===== config.mk =====
export PLATFORM = sky130hd
export DESIGN_NAME = shift_cmp_array
export DESIGN_NICKNAME = d
export VERILOG_FILES = /design/src/rtl/shift_cmp_pkg.sv /design/src/rtl/cmp_cluster.sv /design/src/rtl/first_hit_enc.sv /design/src/rtl/shift_cmp_array.sv
export SDC_FILE = /design/constraint.sdc
export NUM_CORES = 1
export LEC_CHECK = 0
export BUFFER_PORTS_ARGS = -buffer_cell sky130_fd_sc_hd__buf_2
export CORE_ASPECT_RATIO = 0.7
export CORE_MARGIN = 5
export CORE_UTILIZATION = 42
export DETAILED_ROUTE_END_ITERATION = 16
export PLACE_DENSITY = 0.81
export SLEW_MARGIN = 20
export SYNTH_ARGS = -nofsm -noshare
export SYNTH_HDL_FRONTEND = slang
export SYNTH_SLANG_ARGS = --single-unit
export TNS_END_PERCENT = 1

===== constraint.sdc =====
create_clock -name vclk -period 4
set_input_delay 0.8 -clock vclk [all_inputs]
set_output_delay 0.8 -clock vclk [all_outputs]
set_load 0.05 [all_outputs]

===== src/rtl/shift_cmp_pkg.sv =====
package shift_cmp_pkg;

  typedef enum logic {
    CMP_ALL = 1'b0,
    CMP_ANY = 1'b1
  } cmp_op_e;

endpackage


===== src/rtl/cmp_cluster.sv =====
module cmp_cluster
  import shift_cmp_pkg::*;
#(
  parameter int CLUSTER_W = 4,
  parameter int CHAR_W    = 8
) (
  input  logic [CLUSTER_W*CHAR_W-1:0] seg,
  input  logic [CLUSTER_W*CHAR_W-1:0] refc,
  input  logic [CLUSTER_W-1:0]        act_mask,
  input  cmp_op_e                     op,
  output logic                        hit
);

  logic [CLUSTER_W-1:0] eq_aligned;
  logic [CLUSTER_W-1:0] eq_first;

  for (genvar j = 0; j < CLUSTER_W; j++) begin : g_pos
    assign eq_aligned[j] = (refc[j*CHAR_W +: CHAR_W] == seg[j*CHAR_W +: CHAR_W]);
    assign eq_first[j]   = (refc[j*CHAR_W +: CHAR_W] == seg[CHAR_W-1:0]);
  end

  logic all_ok;
  logic any_ok;
  assign all_ok = &(eq_aligned | ~act_mask);
  assign any_ok = (act_mask == '0) || (|(eq_first & act_mask));

  always_comb begin
    if (op == CMP_ALL) hit = all_ok;
    else               hit = any_ok;
  end

  // in AND mode a hit with an active first position needs that character equal
  always_comb begin
    if (hit && op == CMP_ALL && act_mask[0])
      a_r3_and_first_equal: assert (refc[CHAR_W-1:0] == seg[CHAR_W-1:0])
        else $error("a_r3_and_first_equal");
  end

endmodule


===== src/rtl/first_hit_enc.sv =====
module first_hit_enc #(
  parameter int N_IN  = 4,
  parameter int IDX_W = 2
) (
  input  logic [N_IN-1:0]  req,
  output logic [IDX_W-1:0] idx,
  output logic             found
);

  always_comb begin
    idx   = '0;
    found = 1'b0;
    for (int i = N_IN - 1; i >= 0; i--) begin
      if (req[i]) begin
        idx   = IDX_W'(i);
        found = 1'b1;
      end
    end
  end

endmodule


===== src/rtl/shift_cmp_array.sv =====
module shift_cmp_array
  import shift_cmp_pkg::*;
#(
  parameter int N_CLUSTER = 4,
  parameter int CLUSTER_W = 4,
  parameter int CHAR_W    = 8,
  localparam int WIN_LEN  = N_CLUSTER + CLUSTER_W - 1,
  localparam int LEN_W    = $clog2(CLUSTER_W + 1),
  localparam int IDX_W    = (N_CLUSTER > 1) ? $clog2(N_CLUSTER) : 1
) (
  input  logic [WIN_LEN*CHAR_W-1:0]   text_win,
  input  logic [CLUSTER_W*CHAR_W-1:0] ref_chars,
  input  logic [LEN_W-1:0]            ref_len,
  input  logic                        op_or,
  output logic [N_CLUSTER-1:0]        hit_vec,
  output logic [IDX_W-1:0]            first_idx,
  output logic                        any_hit
);

  // Clamp the length to the cluster width, then expand it to a mask
  logic [LEN_W-1:0]     eff_len;
  logic [CLUSTER_W-1:0] act_mask;
  cmp_op_e              op_sel;

  assign eff_len = (ref_len > LEN_W'(CLUSTER_W)) ? LEN_W'(CLUSTER_W) : ref_len;
  assign op_sel  = cmp_op_e'(op_or);

  for (genvar j = 0; j < CLUSTER_W; j++) begin : g_mask
    assign act_mask[j] = (LEN_W'(j) < eff_len);
  end

  // Cluster k looks at window characters k .. k+CLUSTER_W-1
  for (genvar k = 0; k < N_CLUSTER; k++) begin : g_cl
    cmp_cluster #(
      .CLUSTER_W (CLUSTER_W),
      .CHAR_W    (CHAR_W)
    ) u_cl (
      .seg      (text_win[k*CHAR_W +: CLUSTER_W*CHAR_W]),
      .refc     (ref_chars),
      .act_mask (act_mask),
      .op       (op_sel),
      .hit      (hit_vec[k])
    );
  end

  first_hit_enc #(
    .N_IN  (N_CLUSTER),
    .IDX_W (IDX_W)
  ) u_enc (
    .req   (hit_vec),
    .idx   (first_idx),
    .found (any_hit)
  );

  // the flag agrees with the cluster vector
  always_comb begin
    a_r8_any_matches_vec: assert (any_hit == (hit_vec != '0))
      else $error("a_r8_any_matches_vec");
  end

  // the reported cluster hits and no lower cluster hits
  always_comb begin
    if (any_hit) begin
      a_r7_idx_hits: assert (hit_vec[first_idx])
        else $error("a_r7_idx_hits");
      for (int i = 0; i < N_CLUSTER; i++) begin
        if (IDX_W'(i) < first_idx)
          a_r7_none_below: assert (!hit_vec[i])
            else $error("a_r7_none_below");
      end
    end else begin
      a_r7_idx_zero: assert (first_idx == '0)
        else $error("a_r7_idx_zero");
    end
  end

  // an empty reference is accepted everywhere
  always_comb begin
    if (ref_len == '0)
      a_r6_empty_all_hit: assert (&hit_vec)
        else $error("a_r6_empty_all_hit");
  end

endmodule


Yosys cells after proc, flatten, opt, wreduce, memory -nomap -nowiden
Index checks and enable logic that the tools add are counted.
Widths: inputs -> output; s select.
- add/subtract/negate cells: 0
- $lt $le $gt $ge: 5
- divide/modulo/power cells: 0
- shifts and indexed selects: 0
- reduce and logical (&&, ||, !) cells: 13
- muxes and demuxes: 13
- bitwise operators: 9
- multiply operators: 0
- eq/ne operators: 22
- operator list (cell ; number):
    $eq 8x8->1 ; 22
    $and 4x4->4 ; 4
    $or 4x4->4 ; 4
    $reduce_and 4->1 ; 4
    $reduce_or 4->1 ; 4
    $mux 1 ; 8
    $mux 2 ; 4
    $lt 1x3->1 const A ; 2
    $lt 2x3->1 const A ; 2
    $logic_not 4->1 ; 1
    $logic_or 1x1->1 ; 4
    $not 4->4 ; 1
    $gt 3x3->1 const B ; 1
    $mux 3 ; 1
- memories kept: 0
- output and inout port bits: 7
- flip-flop bits (word level): 0
- memory bits (read-only): 0
- RAM bits: 0
- word-level logic and storage cells: 62
- bits in latches: 0
- input bits: 92

Logic depth before layout (Yosys ltp)
- depth after elaboration: 11
- depth in mapped cells: 9

Cells and area by module
Synthesis repeated with hierarchy kept, for this count alone.
- cells, all modules: 339
- area total of the unflattened synthesis: 2637.5 um2
- modules (own cells, without submodules) (module ; area an instance (um2) ; times used ; cells each ; sequential area each (um2)):
    cmp_cluster ; 644.4 ; 4 ; 82 ; 0.0
    first_hit_enc ; 35.0 ; 1 ; 7 ; 0.0
    shift_cmp_array ; 25.0 ; 1 ; 4 ; 0.0

Worst setup path before layout
No wires, ideal clock.
- path kind: input to output
- start point: input port ref_chars[14]
- end point: output port first_idx[0]
- setup slack: 0.486 ns
- stages: 8
- required time: 3.200 ns
- arrival time: 2.714 ns
- cells stage by stage: buf_6 xor2_1 nor4_1 and2_1 o221ai_1 o211ai_2 nand3_1 a21oi_1
- longest elaborated chain between the ends: 9
- elaborated cells on any way between the ends: 33
- classes of those cells: eq/ne (5); mux (8); bitwise (8); reduce/logical (12)
- ends and longest elaborated chain (element ; line ; RTL):
    from (decl) ; shift_cmp_array.sv:12 ; input logic [CLUSTER_W*CHAR_W-1:0] ref_chars,
    $eq 8x8->1 ; cmp_cluster.sv:19 ; assign eq_first[j] = (refc[j*CHAR_W +: CHAR_W] == seg[CHAR_W-1:0]);
    $and 4x4->4 ; cmp_cluster.sv:25 ; assign any_ok = (act_mask == '0) || (|(eq_first & act_mask));
    $reduce_or 4->1 ; cmp_cluster.sv:25 ;
    $logic_or 1x1->1 ; cmp_cluster.sv:25 ;
    $mux 1 * ; cmp_cluster.sv:28 ; if (op == CMP_ALL) hit = all_ok;
    net g_cl[3].u_cl.hit ; cmp_cluster.sv:11 ; output logic hit
    $mux 2 * (4 in series) ; first_hit_enc.sv:14 ; if (req[i]) begin
    to (decl) ; shift_cmp_array.sv:16 ; output logic [IDX_W-1:0] first_idx,
The timed path passes the listed nets; every way through them passes the cells marked *.

Worst setup path after layout
- start point: input port ref_chars[29]
- end point: output port first_idx[0]
- longest elaborated chain between the ends: 9
- elaborated cells on any way between the ends: 35
- classes of those cells: eq/ne (7); mux (8); bitwise (8); reduce/logical (12)
- ends and longest elaborated chain (element ; line):
    $eq 8x8->1 ; cmp_cluster.sv:18, cmp_cluster.sv:19
    $and 4x4->4 ; cmp_cluster.sv:25
    $reduce_or 4->1 ; cmp_cluster.sv:25
    $logic_or 1x1->1 ; cmp_cluster.sv:25
    $mux 1 ; cmp_cluster.sv:28
    $mux 2 (3 in series) ; first_hit_enc.sv:14
    $mux 2 * ; first_hit_enc.sv:14
Every way passes the cells marked *; elsewhere a longest branch is shown, timed or not.

==> results.md <==
- Ys Warns: 0
- Leakage: 1.04 nW
- Cell Count, Final, Fillers Out: 450
- Initial DRC Count: roughly 240
- Biggest area consumer among synthesized cells: xnor2_1
- Post-Synth Simple-Gate Area: 0.163
- Post-synth top cells: xnor2_1 (113), xor2_1 (63), nand4_1 (29)
- Synth Area in Adders: 0
- Multi-input combinational cell area: roughly 2100 um2
- Critical path's top delay family: simple AND/OR/NAND/NOR gates
- Max IR drop VDD: between 0.05 and 0.06 mV
- Synthesized Nets: ~410
- Drt total wl: between 9000 and 10000 um
- Overall Power: between 0.0003 and 0.0004 W
- Clkbuf count: 0
- # port buffers: 99
- Layout filler cell count: 590
- Sequential cells: 0
- Average wire per standard cell: between 20 and 25 um
- Final setup vio count: 0
- Final period util: 0.926
- Core footprint: about 5600 um2
- Placer Congestion: just over 1
- Highest clock rate: 270 MHz
- Pins Over Slew Limit: 0
- Worst path buffer plus inverter count: 2
- Most common cell on crit path: buf_2
- Largest family of logic cells by synthesized area: XOR/XNOR gates
- Slowest stage delay, CP: about 620 ps
- Mux contribution to synthesized area: 0
- Status: completed
- # diodes: 0
- Critical path type: in -> out
- Maxcap violations: 0
- Row count: 23
- Via Count: roughly 2600
- # placed instances: 450
- Die Span X: between 100 and 150 um
- Tot GR Track Use: 0.252
- Vias in the first global route: between 2000 and 3000
- IO Pins: 99
- Cts hold-fix bufs: 0
- Most frequent cell after synthesis: xnor2_1
- Avg Cell Area, Syn: around 7.5 um2
- Synth Area in Compound Gates: 0.0831
- Initial antenna violation count: 0
- P per Cell Area: ~130 nW/um2
- Post-CTS Resized: 0
- Via density: about 5.7
- Post-DP HPWL: between 7000 and 8000 um
- Synth top area share: 0.413
- WP data required: approximately 3200 ps
- Post-route ant nets: 0
- Die Y: around 73 um
- CP cell instances: buf_2 > xor2_1 > nor4_1 > nand3_1 > a221oi_1 > o32ai_1 > a21oi_1 > buf_2
- Effective utilization at floorplan: 0.425
- Hold slack: about 2200 ps
- RSZ-0062 raised after global routing: false
- Slew headroom: 0.549
- Post-synth cell types: 38
- DR DRC count: 0
- Register area: 0 um2
- Final setup TNS: 0 ps
- Hold Violations, Final: 0
- Synthesis-to-layout area growth: 14.7%
- Cells after Synth: 320
- First-pass GRT wire length: ~14000 um
- CP endpoint kind: primary output
- DIE AREA: about 7300 um2
- Hold WC Path Type: in -> out
- First-pass DRT Iterations: 4
- Actual slew at the worst max-slew pin: ~670 ps
- Layout cells sized above 1: 0.277
- Final nets: about 470
- Seq/Total Area, Yosys: 0
- CP Launch Type: input port
- Worst path slowest cell: nor4_1
- Crit path max fanout: 7
- WP data arrival: 2900 ps
- Largest net degree at the start of global routing: 14
- Post-CTS setup buffer count: 0
- Min cycle time layout: between 3000 and 4000 ps
- Dominant cells by area after synthesis: xnor2_1 (41%), xor2_1 (23%), nand4_1 (7.6%)
- Post-synthesis xor/xnor area fraction: 0.644
- Synth Cell Area: ~2400 um2
- Total grt overflow: 0
==> area by class of cell <==
cell class	instances	share of cell area
tap	75	0.0342
multi-input combinational	270	0.776
inverter	5	0.00683
timing repair buffer	100	0.183
==> per-stage QoR <==
stage	util	worst slack, ps	area (um2)
3_5_place_dp	0.487	349	2750
5_1_grt	0.487	234	2750
3_3_place_gp	0.487	436	2750
6_report	0.487	295	2750
4_1_cts	0.487	357	2750
2_1_floorplan	-	486	2390
==> final timing paths <==
kind  cells after the start  slack (ps)           from            to
max                       8         300  ref_chars[29]  first_idx[0]
min                       4        2170          op_or    hit_vec[3]
==> where the power goes <==
group          internal (W)  switching, W
Combinational      0.000149      0.000197
Sequential                0             0
Clock                     0             0
Total              0.000149      0.000197
==> cell families (layout without fill, tap and decap cells) <==
family                    Yosys count  in the layout
AOI/OAI and AO/OA                  28             28
xor gates and xnor gates          176            176
buffers and inverters              50            105
and+or+nand+nor                    66             66
==> routing by layer <==
metal	vias to the layer above	part of all wire	routed length [um]	global-route usage
met5	-	0	0	0
met4	0	0.016	146	0.0613
met3	18	0.11	1060	0.0516
met2	177	0.44	4140	0.399
met1	1200	0.43	4040	0.351
li1	1173	-	-	-
==> cells in the final DEF (no fill, tap or decap) <==
master,instances
and3_1,1
buf_2,99
nor2_1,5
nand4_1,29
a21o_1,1
or3_1,1
nor4_1,16
clkinv_1,1
a21oi_1,3
o211ai_1,1
nand3_1,4
o41ai_1,1
nand3b_1,1
o21ai_0,6
o32a_1,1
o2111ai_1,1
o211ai_2,1
nor3_1,2
a31oi_1,3
xor2_1,63
a221oi_1,1
a2bb2oi_2,1
nor3_2,1
o21ai_1,3
and3b_1,1
nand2_1,4
o32ai_1,1
and2_1,1
o21bai_1,1
a31o_2,1
buf_4,1
inv_1,4
o221ai_1,1
xnor2_1,113
a22oi_1,1
No activity file was read; power rests on OpenSTA's default activity.
